File: src/rtl/updn_pkg.sv
package updn_pkg;

    localparam int CNT_W = 4;

    typedef logic [CNT_W-1:0] cnt_t;

    typedef enum logic {
        MODE_BIN = 1'b0,
        MODE_DEC = 1'b1
    } cmode_e;

    typedef struct packed {
        logic up;
        logic dn;
    } step_t;

    function automatic cnt_t top_val(cmode_e m);
        return (m == MODE_DEC) ? cnt_t'(9) : '1;
    endfunction

    function automatic cnt_t step_inc(cnt_t v, cmode_e m);
        if (v >= top_val(m)) return '0;
        return v + cnt_t'(1);
    endfunction

    function automatic cnt_t step_dec(cnt_t v, cmode_e m);
        if (v == '0) return top_val(m);
        return v - cnt_t'(1);
    endfunction

endpackage

File: src/rtl/strobe_edge.sv
module strobe_edge (
    input  logic clk,
    input  logic rst,
    input  logic strb_n,
    output logic rise
);
    logic prev_q;

    always_ff @(posedge clk) begin
        if (rst) prev_q <= 1'b1;
        else     prev_q <= strb_n;
    end

    assign rise = strb_n & ~prev_q;

endmodule

File: src/rtl/count_reg.sv
module count_reg
    import updn_pkg::*;
#(
    parameter cmode_e MODE = MODE_BIN
) (
    input  logic  clk,
    input  logic  rst,
    input  logic  load_n,
    input  cnt_t  din,
    input  step_t step,
    output cnt_t  q
);
    localparam cnt_t TOP = top_val(MODE);

    cnt_t cnt_q;

    always_ff @(posedge clk) begin
        if (rst)           cnt_q <= '0;
        else if (!load_n)  cnt_q <= din;
        else if (step.up)  cnt_q <= step_inc(cnt_q, MODE);
        else if (step.dn)  cnt_q <= step_dec(cnt_q, MODE);
    end

    assign q = cnt_q;


    load_copy_chk: assert property (@(posedge clk) disable iff (rst)
        !load_n |=> cnt_q == $past(din));


    up_wrap_chk: assert property (@(posedge clk) disable iff (rst)
        (load_n && step.up && cnt_q == TOP) |=> cnt_q == '0);


    dn_wrap_chk: assert property (@(posedge clk) disable iff (rst)
        (load_n && step.dn && cnt_q == '0) |=> cnt_q == TOP);


    idle_hold_chk: assert property (@(posedge clk) disable iff (rst)
        (load_n && !step.up && !step.dn) |=> $stable(cnt_q));

endmodule

File: src/rtl/tc_gate.sv
module tc_gate
    import updn_pkg::*;
#(
    parameter cmode_e MODE = MODE_BIN
) (
    input  cnt_t q,
    input  logic up_n,
    input  logic dn_n,
    output logic carry_n,
    output logic borrow_n
);
    localparam cnt_t TOP = top_val(MODE);

    assign carry_n  = ~((q == TOP) & ~up_n);
    assign borrow_n = ~((q == '0) & ~dn_n);

endmodule

File: src/rtl/dual_strobe_counter.sv
module dual_strobe_counter #(
    parameter updn_pkg::cmode_e MODE = updn_pkg::MODE_BIN
) (
    input  logic                       clk,
    input  logic                       rst,
    input  logic                       load_n,
    input  logic [updn_pkg::CNT_W-1:0] din,
    input  logic                       up_n,
    input  logic                       dn_n,
    output logic [updn_pkg::CNT_W-1:0] q,
    output logic                       carry_n,
    output logic                       borrow_n
);
    import updn_pkg::*;

    localparam int NSTRB = 2;

    logic [NSTRB-1:0] strb_n;
    logic [NSTRB-1:0] rise;
    step_t            step;

    assign strb_n = {dn_n, up_n};

    for (genvar g = 0; g < NSTRB; g++) begin : g_edge
        strobe_edge u_edge (
            .clk    (clk),
            .rst    (rst),
            .strb_n (strb_n[g]),
            .rise   (rise[g])
        );
    end

    // a step needs the opposite strobe idle high and not rising together
    assign step.up = rise[0] & dn_n & ~rise[1];
    assign step.dn = rise[1] & up_n & ~rise[0];

    count_reg #(.MODE(MODE)) u_core (
        .clk    (clk),
        .rst    (rst),
        .load_n (load_n),
        .din    (din),
        .step   (step),
        .q      (q)
    );

    tc_gate #(.MODE(MODE)) u_tc (
        .q        (q),
        .up_n     (up_n),
        .dn_n     (dn_n),
        .carry_n  (carry_n),
        .borrow_n (borrow_n)
    );


    single_step_chk: assert property (@(posedge clk) disable iff (rst)
        !(step.up && step.dn));

endmodule

File: config.mk
export PLATFORM = sky130hd
export DESIGN_NAME = dual_strobe_counter
export DESIGN_NICKNAME = d
export VERILOG_FILES = /design/src/rtl/updn_pkg.sv /design/src/rtl/strobe_edge.sv /design/src/rtl/count_reg.sv /design/src/rtl/tc_gate.sv /design/src/rtl/dual_strobe_counter.sv
export SDC_FILE = /design/constraint.sdc
export NUM_CORES = 1
export LEC_CHECK = 0
export BUFFER_PORTS_ARGS = -buffer_cell sky130_fd_sc_hd__buf_2
export CORE_AREA = 2 2 39 41
export CTS_CLUSTER_DIAMETER = 120
export CTS_CLUSTER_SIZE = 25
export DETAILED_ROUTE_END_ITERATION = 6
export DIE_AREA = 0 0 41 43
export GPL_TIMING_DRIVEN = 0
export HOLD_SLACK_MARGIN = 0.12
export PLACE_DENSITY = 0.66
export RECOVER_POWER = 100
export SETUP_SLACK_MARGIN = 0.05
export SLEW_MARGIN = 20
export SYNTH_ARGS = -nofsm -noshare
export SYNTH_HDL_FRONTEND = slang
export SYNTH_SLANG_ARGS = --single-unit
File: constraint.sdc
create_clock -name clk -period 1.8 [get_ports clk]
set_input_delay 0.18 -clock clk [delete_from_list [all_inputs] [get_ports clk]]
set_output_delay 0.18 -clock clk [all_outputs]
set_load 0.005 [all_outputs]
# After elaboration in Yosys (flattened, before gate mapping)
# Cells that the tools add are included.
[classes]
n_addsub = 2
mul = 0
div = 0
n_lt_le_gt_ge = 1
n_eq_ne = 2
shift = 0
muxes = 16
n_bitwise = 16
n_reduce_logical = 1
[ops]
columns = ["cell", "count"]
rows = [
  ["two-way mux 4 bit", 7],
  ["two-way mux 1 bit", 9],
  ["bitwise AND 1 bit", 8],
  ["inverter 1 bit", 8],
  ["adder 4 x 1 -> 4 bit, second input constant", 1],
  ["equality test 4 bit, second input constant", 1],
  ["greater-or-equal comparator 4 bit, second input constant", 1],
  ["logical NOT 4 bit", 1],
  ["subtractor 4 x 1 -> 4 bit, second input constant", 1],
  ["inequality test 3 x 1 -> 1 bit, second input constant", 1],
]
[word_totals]
regBits = 6
latch_bits = 0
mem_bits_rw = 0
mem_bits_ro = 0
word_cells = 41
n_memories = 0

# Longest topological paths before layout
# Gate-level depths: netlist of run 1.
[logic_depth]
ltp_word = 12
ltp_mapped = 6

# By module
# A second synthesis of run 1 with hierarchy kept.
[unflattened]
hier_cells = 51
hier_area_um2 = 407.9
[by_module_without_submodules]
columns = ["module", "instances", "cells_per_inst", "area_per_inst_um2", "seq_area_each_um2"]
rows = [
  ["count_reg", 1, 38, 300.3, 80.1],
  ["strobe_edge", 2, 3, 32.5, 20.0],
  ["tc_gate", 1, 5, 25.0, 0.0],
  ["dual_strobe_counter", 1, 2, 17.5, 0.0],
]

# Least setup slack after synthesis of run 1
# No wires, ideal clock.
[synth_path]
path_type = "register -> register"
from = "register u_core.cnt_q[0] (netlist: u_core.q[0])"
to = "register u_core.cnt_q[3] (netlist: u_core.q[3])"
t_arrival_ns = 1.456
required_ns = 1.712
path_slack_ns = 0.256
stages_incl_launch_ff = 7
n_path_buf = 0
period_less_slack_ns = 1.544
path_cell_list = "dfxtp_1 > inv_1 > ha_1 > o21bai_1 > a21oi_1 > o41a_2 > a311oi_2"
[synth_via]
elab_chain_cells = 10
word_cells_on_any_way = 18
[synth_rtl]
columns = ["item", "line", "text"]
rows = [
  ["start: declaration", "count_reg.sv:15", "cnt_t cnt_q;"],
  ["start signal: assignment", "count_reg.sv:19", "else if (!load_n) cnt_q <= din;"],
  ["start signal: assignment", "count_reg.sv:20", "else if (step.up) cnt_q <= step_inc(cnt_q, MODE);"],
  ["start signal: assignment", "count_reg.sv:21", "else if (step.dn) cnt_q <= step_dec(cnt_q, MODE);"],
  ["logical NOT 4 bit", "updn_pkg.sv:27", "if (v == '0) return top_val(m);"],
  ["two-way mux 1 bit", "updn_pkg.sv:27", ""],
  ["two-way mux 1 bit", "count_reg.sv:21", ""],
  ["two-way mux 1 bit", "count_reg.sv:20", ""],
  ["two-way mux 1 bit", "count_reg.sv:19", ""],
  ["two-way mux 1 bit", "count_reg.sv:18", "if (rst) cnt_q <= '0;"],
  ["two-way mux 4 bit", "updn_pkg.sv:28", "return v - cnt_t'(1);"],
  ["two-way mux 4 bit", "count_reg.sv:21", ""],
  ["two-way mux 4 bit (*)", "count_reg.sv:20", ""],
  ["two-way mux 4 bit (*)", "count_reg.sv:19", ""],
]
# Mark *: on every way between the ends. The rest lies on a longest branch, timed or not. The select of a mux whose other input is x is not followed.
# A chain may end at the register's enable or synchronous reset.

# Worst setup path after layout of run 1
# Same ends and word-level chain as after synthesis.

==> results.toml, run 1 <==
[status]
status = "finished clean"

[logic_synthesis]
synth.cell_area_um2 = 427
seq_area_frac_synth = 0.282
ys.flop_type = "dfxtp_1"
avgSynthCellArea_um2 = 8.20
synth_warnings = 0
synth_cells = 52
async_reset_ff_frac = 0
syn-num-nets = 63
yosysTopAreaCellShare = 0.282
synth-edff-count = 0
ys_types = 30
synth_top_area_cell = "dfxtp_1"
ys_ff_latch = 6
synth_area_leaders = "dfxtp_1, ha_1, nand2_1"

[route]
drcViolationCount = 0
wire_per_inst_um = 11.9
wl_mm = 1.02
drtIter0Drc = 10
avgViaCountPerCell = 5.29
firstDrtPassIters = 4
drtAntennaViolNets = 0
vias = 450

[sta]
hold_viol = 0
skew_ns = 0.00446
slew_violations = 0
relSlewSlack = 0.731
max_freq_ghz = 0.631
grt_setup_unrepaired = "no"
tightest_slew_ns = 0.400
setup_tns_ns = 0
min_period_ns = 1.58
setup_viol = 0
post-route-period-util = 0.880
timing.final.ws_setup_ns = 0.216

[finish]
diodes = 0
nFillCells = 161
nets = 82
area_growth_pct = 23.2
final_cell_mix = "buf_2, nand2_1, nor2_1, clkbuf_1"
mostFrequentLayoutCell = "buf_2"
regArea_um2 = 123
multi_input_area_um2 = 282
drive_above_1_share = 0.261

[clocking]
hold_buffers = 0
numCtsBuffers = 3
postCtsSetupBuffers = 0
clk_latency_ns = 0.25
cts_resized = 0
htreeDepth = 1
cts_tree = "done"
cts_root_buf = "clkbuf_4"
clk_pin_slew_ns = 0.05
numClockSinks = 6
clock_path_buffers = 2

[floorplan]
core_um2 = 1380
num_rows = 14
die_h_um = 43
initial_core_util = 0.308
dieArea_um2 = 1760
die_w_um = 41
num_io_pins = 15

[global_routing]
grt_pass1_wl_mm = 1.75
overflow = 0
grt_max_degree = 10
antenna_found_initial = 0
grt_pass1_vias = 396
track_usage = 0.144

[power]
switchingPower_mw = 0.111
p_clk_frac = 0.333
power_density_nw_per_um2 = 716
switching_share = 0.296
power_frac_comb = 0.237
internal_power_mw = 0.265
seqPwrFrac = 0.430
p_leak_nw = 0.214
peakVddDrop_mv = 0.297

[hold_path]
hold_depth = 2
hold_class = "in -> reg"

[critical_path]
cp_max_fo = 9
endpoint_kind = "flip-flop"
cp.required_ns = 1.96
critical_path.startpoint_type = "flip-flop"
critical_path_arrival_ns = 1.74
crit_type = "reg -> reg"
reg2reg_depth = 6

[run]
cap_violations = 0

[place]
dp_slack_ns = 0.156
place.gp.congestion = 0.751
dpl.hpwl_um = 822
port-buffer-count = 14
power groups by stage:
stage                     logic [mW]  clock network [mW]  registers [mW]
after detailed placement      0.0938                   0           0.163
after global routing           0.102               0.138           0.164
after floorplan               0.0602                   0           0.160
final                         0.0893               0.125           0.162
after CTS                     0.0945               0.130           0.161
after global placement        0.0926                   0           0.163
path summary, 6_finish.rpt:
check	slack, ns	end	from
max	0.22	u_core.q[3]$_SDFFE_PP0P_	u_core.q[0]$_SDFFE_PP0P_
min	0.17	g_edge[1].u_edge.prev_q$_SDFF_PP1_	dn_n
max reg2reg	0.22	u_core.q[3]$_SDFFE_PP0P_	u_core.q[0]$_SDFFE_PP0P_
min reg2reg	0.55	u_core.q[1]$_SDFFE_PP0P_	u_core.q[1]$_SDFFE_PP0P_
cell families (layout without fill, tap and decap cells):
kind of cell / count (synthesis) / after routing / share of synthesized area
AOI/OAI and AO/OA: 15 / 15 / 0.258
xor gates and xnor gates: 1 / 1 / 0.0205
adders and majority gates: 2 / 2 / 0.0586
buffers and inverters: 4 / 21 / 0.0352
DFF: 6 / 6 / 0.282
muxes: 1 / 1 / 0.0352
and+or+nand+nor: 23 / 23 / 0.311
worst max-delay path, stage by stage (launching register included):
cell      delay, ns
dfxtp_2        0.36
inv_1          0.08
ha_1           0.18
o21bai_1       0.11
a21oi_1        0.08
o41a_2         0.44
a311oi_1       0.25
per-layer routing:
metal | vias to the layer above | part of all wire | track usage
li1 | 228 | - | -
met1 | 203 | 0.45 | 0.196
met2 | 17 | 0.48 | 0.209
met3 | 2 | 0.061 | 0.0157
met4 | 0 | 0.014 | 0.0800
met5 | - | 0 | 0
area by class of cell:
| type | count | share of cell area |
|---|---|---|
| multi-input cells | 42 | 0.536 |
| flip-flops and latches | 6 | 0.233 |
| repair buffers | 14 | 0.121 |
| clock buffers | 3 | 0.0429 |
| well taps | 16 | 0.0381 |
| inverters | 4 | 0.0286 |
state kept, by name, summed over array words and instances (netlist names):
name,cells
u_core.q,4
g_edge.u_edge.prev_q,2
cells in the mapped netlist, types with 2 or more instances:
library cell,instances
nand2_1,5
ha_1,2
dfxtp_1,6
inv_1,4
nor2_1,5
or2_2,2
a31oi_1,2
o21ai_0,2
a21oi_1,3
metrics by stage:
stage | instances | util | area (um^2) | total power, mW | hold slack (ns)
2_1_floorplan | 52 | - | 427 | 0.221 | 0.248
3_3_place_gp | 82 | 0.373 | 517 | 0.255 | 0.422
6_report | 85 | 0.380 | 526 | 0.376 | 0.171
4_1_cts | 85 | 0.390 | 539 | 0.385 | 0.175
5_1_grt | 85 | 0.380 | 526 | 0.403 | 0.174
3_5_place_dp | 82 | 0.373 | 517 | 0.257 | 0.425
(Power assumes the default switching activity.)
==> run 2, diff against run 1 <==
==> constraint.sdc (replaced) <==
create_clock -name clk -period 1.5 [get_ports clk]
set_input_delay 0.15 -clock clk [delete_from_list [all_inputs] [get_ports clk]]
set_output_delay 0.15 -clock clk [all_outputs]
set_load 0.005 [all_outputs]
==> run 2 against run 1 <==
- wire length increased by 15%
- cell count increased by 7.1%
- clock skew increased by 0.0030 ns
- largest power group unchanged
- largest cell class unchanged
- hold slack got worse by 0.034 ns
- total power increased by 32%
- clock power increased by 30%
- utilization increased by 6.3 points
==> results.toml, run 2 (synthesized netlist as in run 1, its figures left out) <==
[clocking]
numClockSinks = 6
clk_latency_ns = 0.25
htreeDepth = 1
clk_pin_slew_ns = 0.05
clock_path_buffers = 2
numCtsBuffers = 3
cts_tree = "done"
hold_buffers = 0
cts_root_buf = "clkbuf_4"

[critical_path]
critical_path.startpoint_type = "flip-flop"
endpoint = "u_core.q[3]$_SDFFE_PP0P_"
cp.required_ns = 1.65
regToRegEndpoint = "u_core.q[3]$_SDFFE_PP0P_"
crit_type = "reg -> reg"
critical_path_arrival_ns = 1.61
cp_max_fo = 4
crit_start = "u_core.q[0]$_SDFFE_PP0P_"
reg2reg_depth = 6
rrSetupSlack_ns = 0.04
r2r-start = "u_core.q[0]$_SDFFE_PP0P_"
endpoint_kind = "flip-flop"

[finish]
largest_register_ff_count = 4
nets = 87
utilization = 0.443
mostFrequentLayoutCell = "buf_2"
final_cell_mix = "buf_2, nand2_1, nor2_1, buf_4"
area_growth_pct = 43.7
diodes = 0
drive_above_1_share = 0.480

[route]
avgViaCountPerCell = 5.44
drcViolationCount = 0
wire_per_inst_um = 12.8
vias = 495
firstDrtPassIters = 4
wl_mm = 1.16
drtAntennaViolNets = 0
drtIter0Drc = 16

[sta]
post-route-period-util = 0.971
slew_violations = 0
max_freq_ghz = 0.687
min_period_ns = 1.46
relSlewSlack = 0.802
hold_viol = 0
tightest_slew_ns = 0.295
grt_setup_unrepaired = "yes"
setup_tns_ns = 0
setup_viol = 0
skew_ns = 0.00743

[floorplan]
die_w_um = 41
die_h_um = 43
num_io_pins = 15
num_rows = 14
dieArea_um2 = 1760
core_um2 = 1380
initial_core_util = 0.308

[hold_path]
hold_class = "in -> reg"

[global_routing]
grt_pass1_vias = 430
overflow = 0
grt_max_degree = 10
grt_pass1_wl_mm = 1.84
track_usage = 0.158
antenna_found_initial = 0

[power]
power_density_nw_per_um2 = 812
p_leak_nw = 0.251
peakVddDrop_mv = 0.344

[place]
port-buffer-count = 14
dpl.hpwl_um = 845
place.gp.congestion = 0.771

[status]
status = "finished clean"

[run]
cap_violations = 0
==> run 2: cell count changes in the layout (fill, tap and decap cells not counted), moves of 2 or more <==
cell / change
inv_1: -3
buf_2: +3
buf_4: +5
clkbuf_1: -2
dfxtp_1: -3
inv_4: +2
dfxtp_4: +3
==> run 2: per-stage QoR <==
step | cell area, um^2 | total power [mW] | setup WS (ns) | hold WS [ns] | cells
5_1_grt | 613 | 0.534 | -0.0207 | 0.132 | 91
3_5_place_dp | 538 | 0.321 | -0.0550 | 0.399 | 82
6_report | 613 | 0.498 | 0.0436 | 0.137 | 91
2_1_floorplan | 448 | 0.274 | 0.0547 | 0.212 | 52
4_1_cts | 609 | 0.502 | -0.00166 | 0.142 | 91
3_3_place_gp | 538 | 0.317 | -0.0546 | 0.397 | 82
==> run 2: area by class of cell <==
cell class,instances,area [um^2]
Clock buffer,4,26.3
Inverter,4,20.0
Multi-Input combinational cell,42,308
Fill cell,154,771
Tap cell,16,20.0
Timing Repair Buffer,19,105
Sequential cell,6,134
==> run 2: worst max-delay path, stage by stage, from the launching register on <==
cell      delay, ns
dfxtp_4        0.36
inv_4          0.06
ha_4           0.12
o21bai_1       0.10
a21oi_1        0.08
o41a_2         0.44
a311oi_2       0.20
==> run 2: worst min path at each step <==
stage	start	end	slack, ns	cells after the start
finish	dn_n	g_edge[1].u_edge.prev_q$_SDFF_PP1_	0.14	2
CTS	dn_n	g_edge[1].u_edge.prev_q$_SDFF_PP1_	0.14	2
detailed placement	dn_n	g_edge[1].u_edge.prev_q$_SDFF_PP1_	0.40	2
global placement	dn_n	g_edge[1].u_edge.prev_q$_SDFF_PP1_	0.40	2
floorplan	rst	u_core.q[0]$_SDFFE_PP0P_	0.21	1
global route	dn_n	g_edge[1].u_edge.prev_q$_SDFF_PP1_	0.13	2
==> run 2: power by group <==
| group | leakage [nW] | internal, mW | total, mW | switching [mW] |
|---|---|---|---|---|
| Sequential | 0.0513 | 0.173 | 0.193 | 0.0194 |
| Clock | 0.0150 | 0.101 | 0.163 | 0.0617 |
| Combinational | 0.185 | 0.0743 | 0.142 | 0.0682 |
| Total | 0.251 | 0.348 | 0.498 | 0.149 |
==> run 2: repair_timing <==
| action | 4_1_cts | 5_1_grt |
|---|---|---|
| gates resized for setup | 5 | 2 |
| buffers inserted | 5 | 0 |
| pin swaps | 6 | 1 |
| gates cloned | 0 | 0 |
| setup endpoints to repair | 3 | 4 |
==> run 2: layer usage <==
layer / vias to the layer above / wire length [um] / share of wire / global-route usage
met5: - / 0 / 0 / 0
met4: 0 / 14 / 0.012 / 0.0800
met3: 2 / 70 / 0.060 / 0.0628
met2: 19 / 593 / 0.51 / 0.247
met1: 234 / 484 / 0.42 / 0.174
li1: 240 / - / - / -
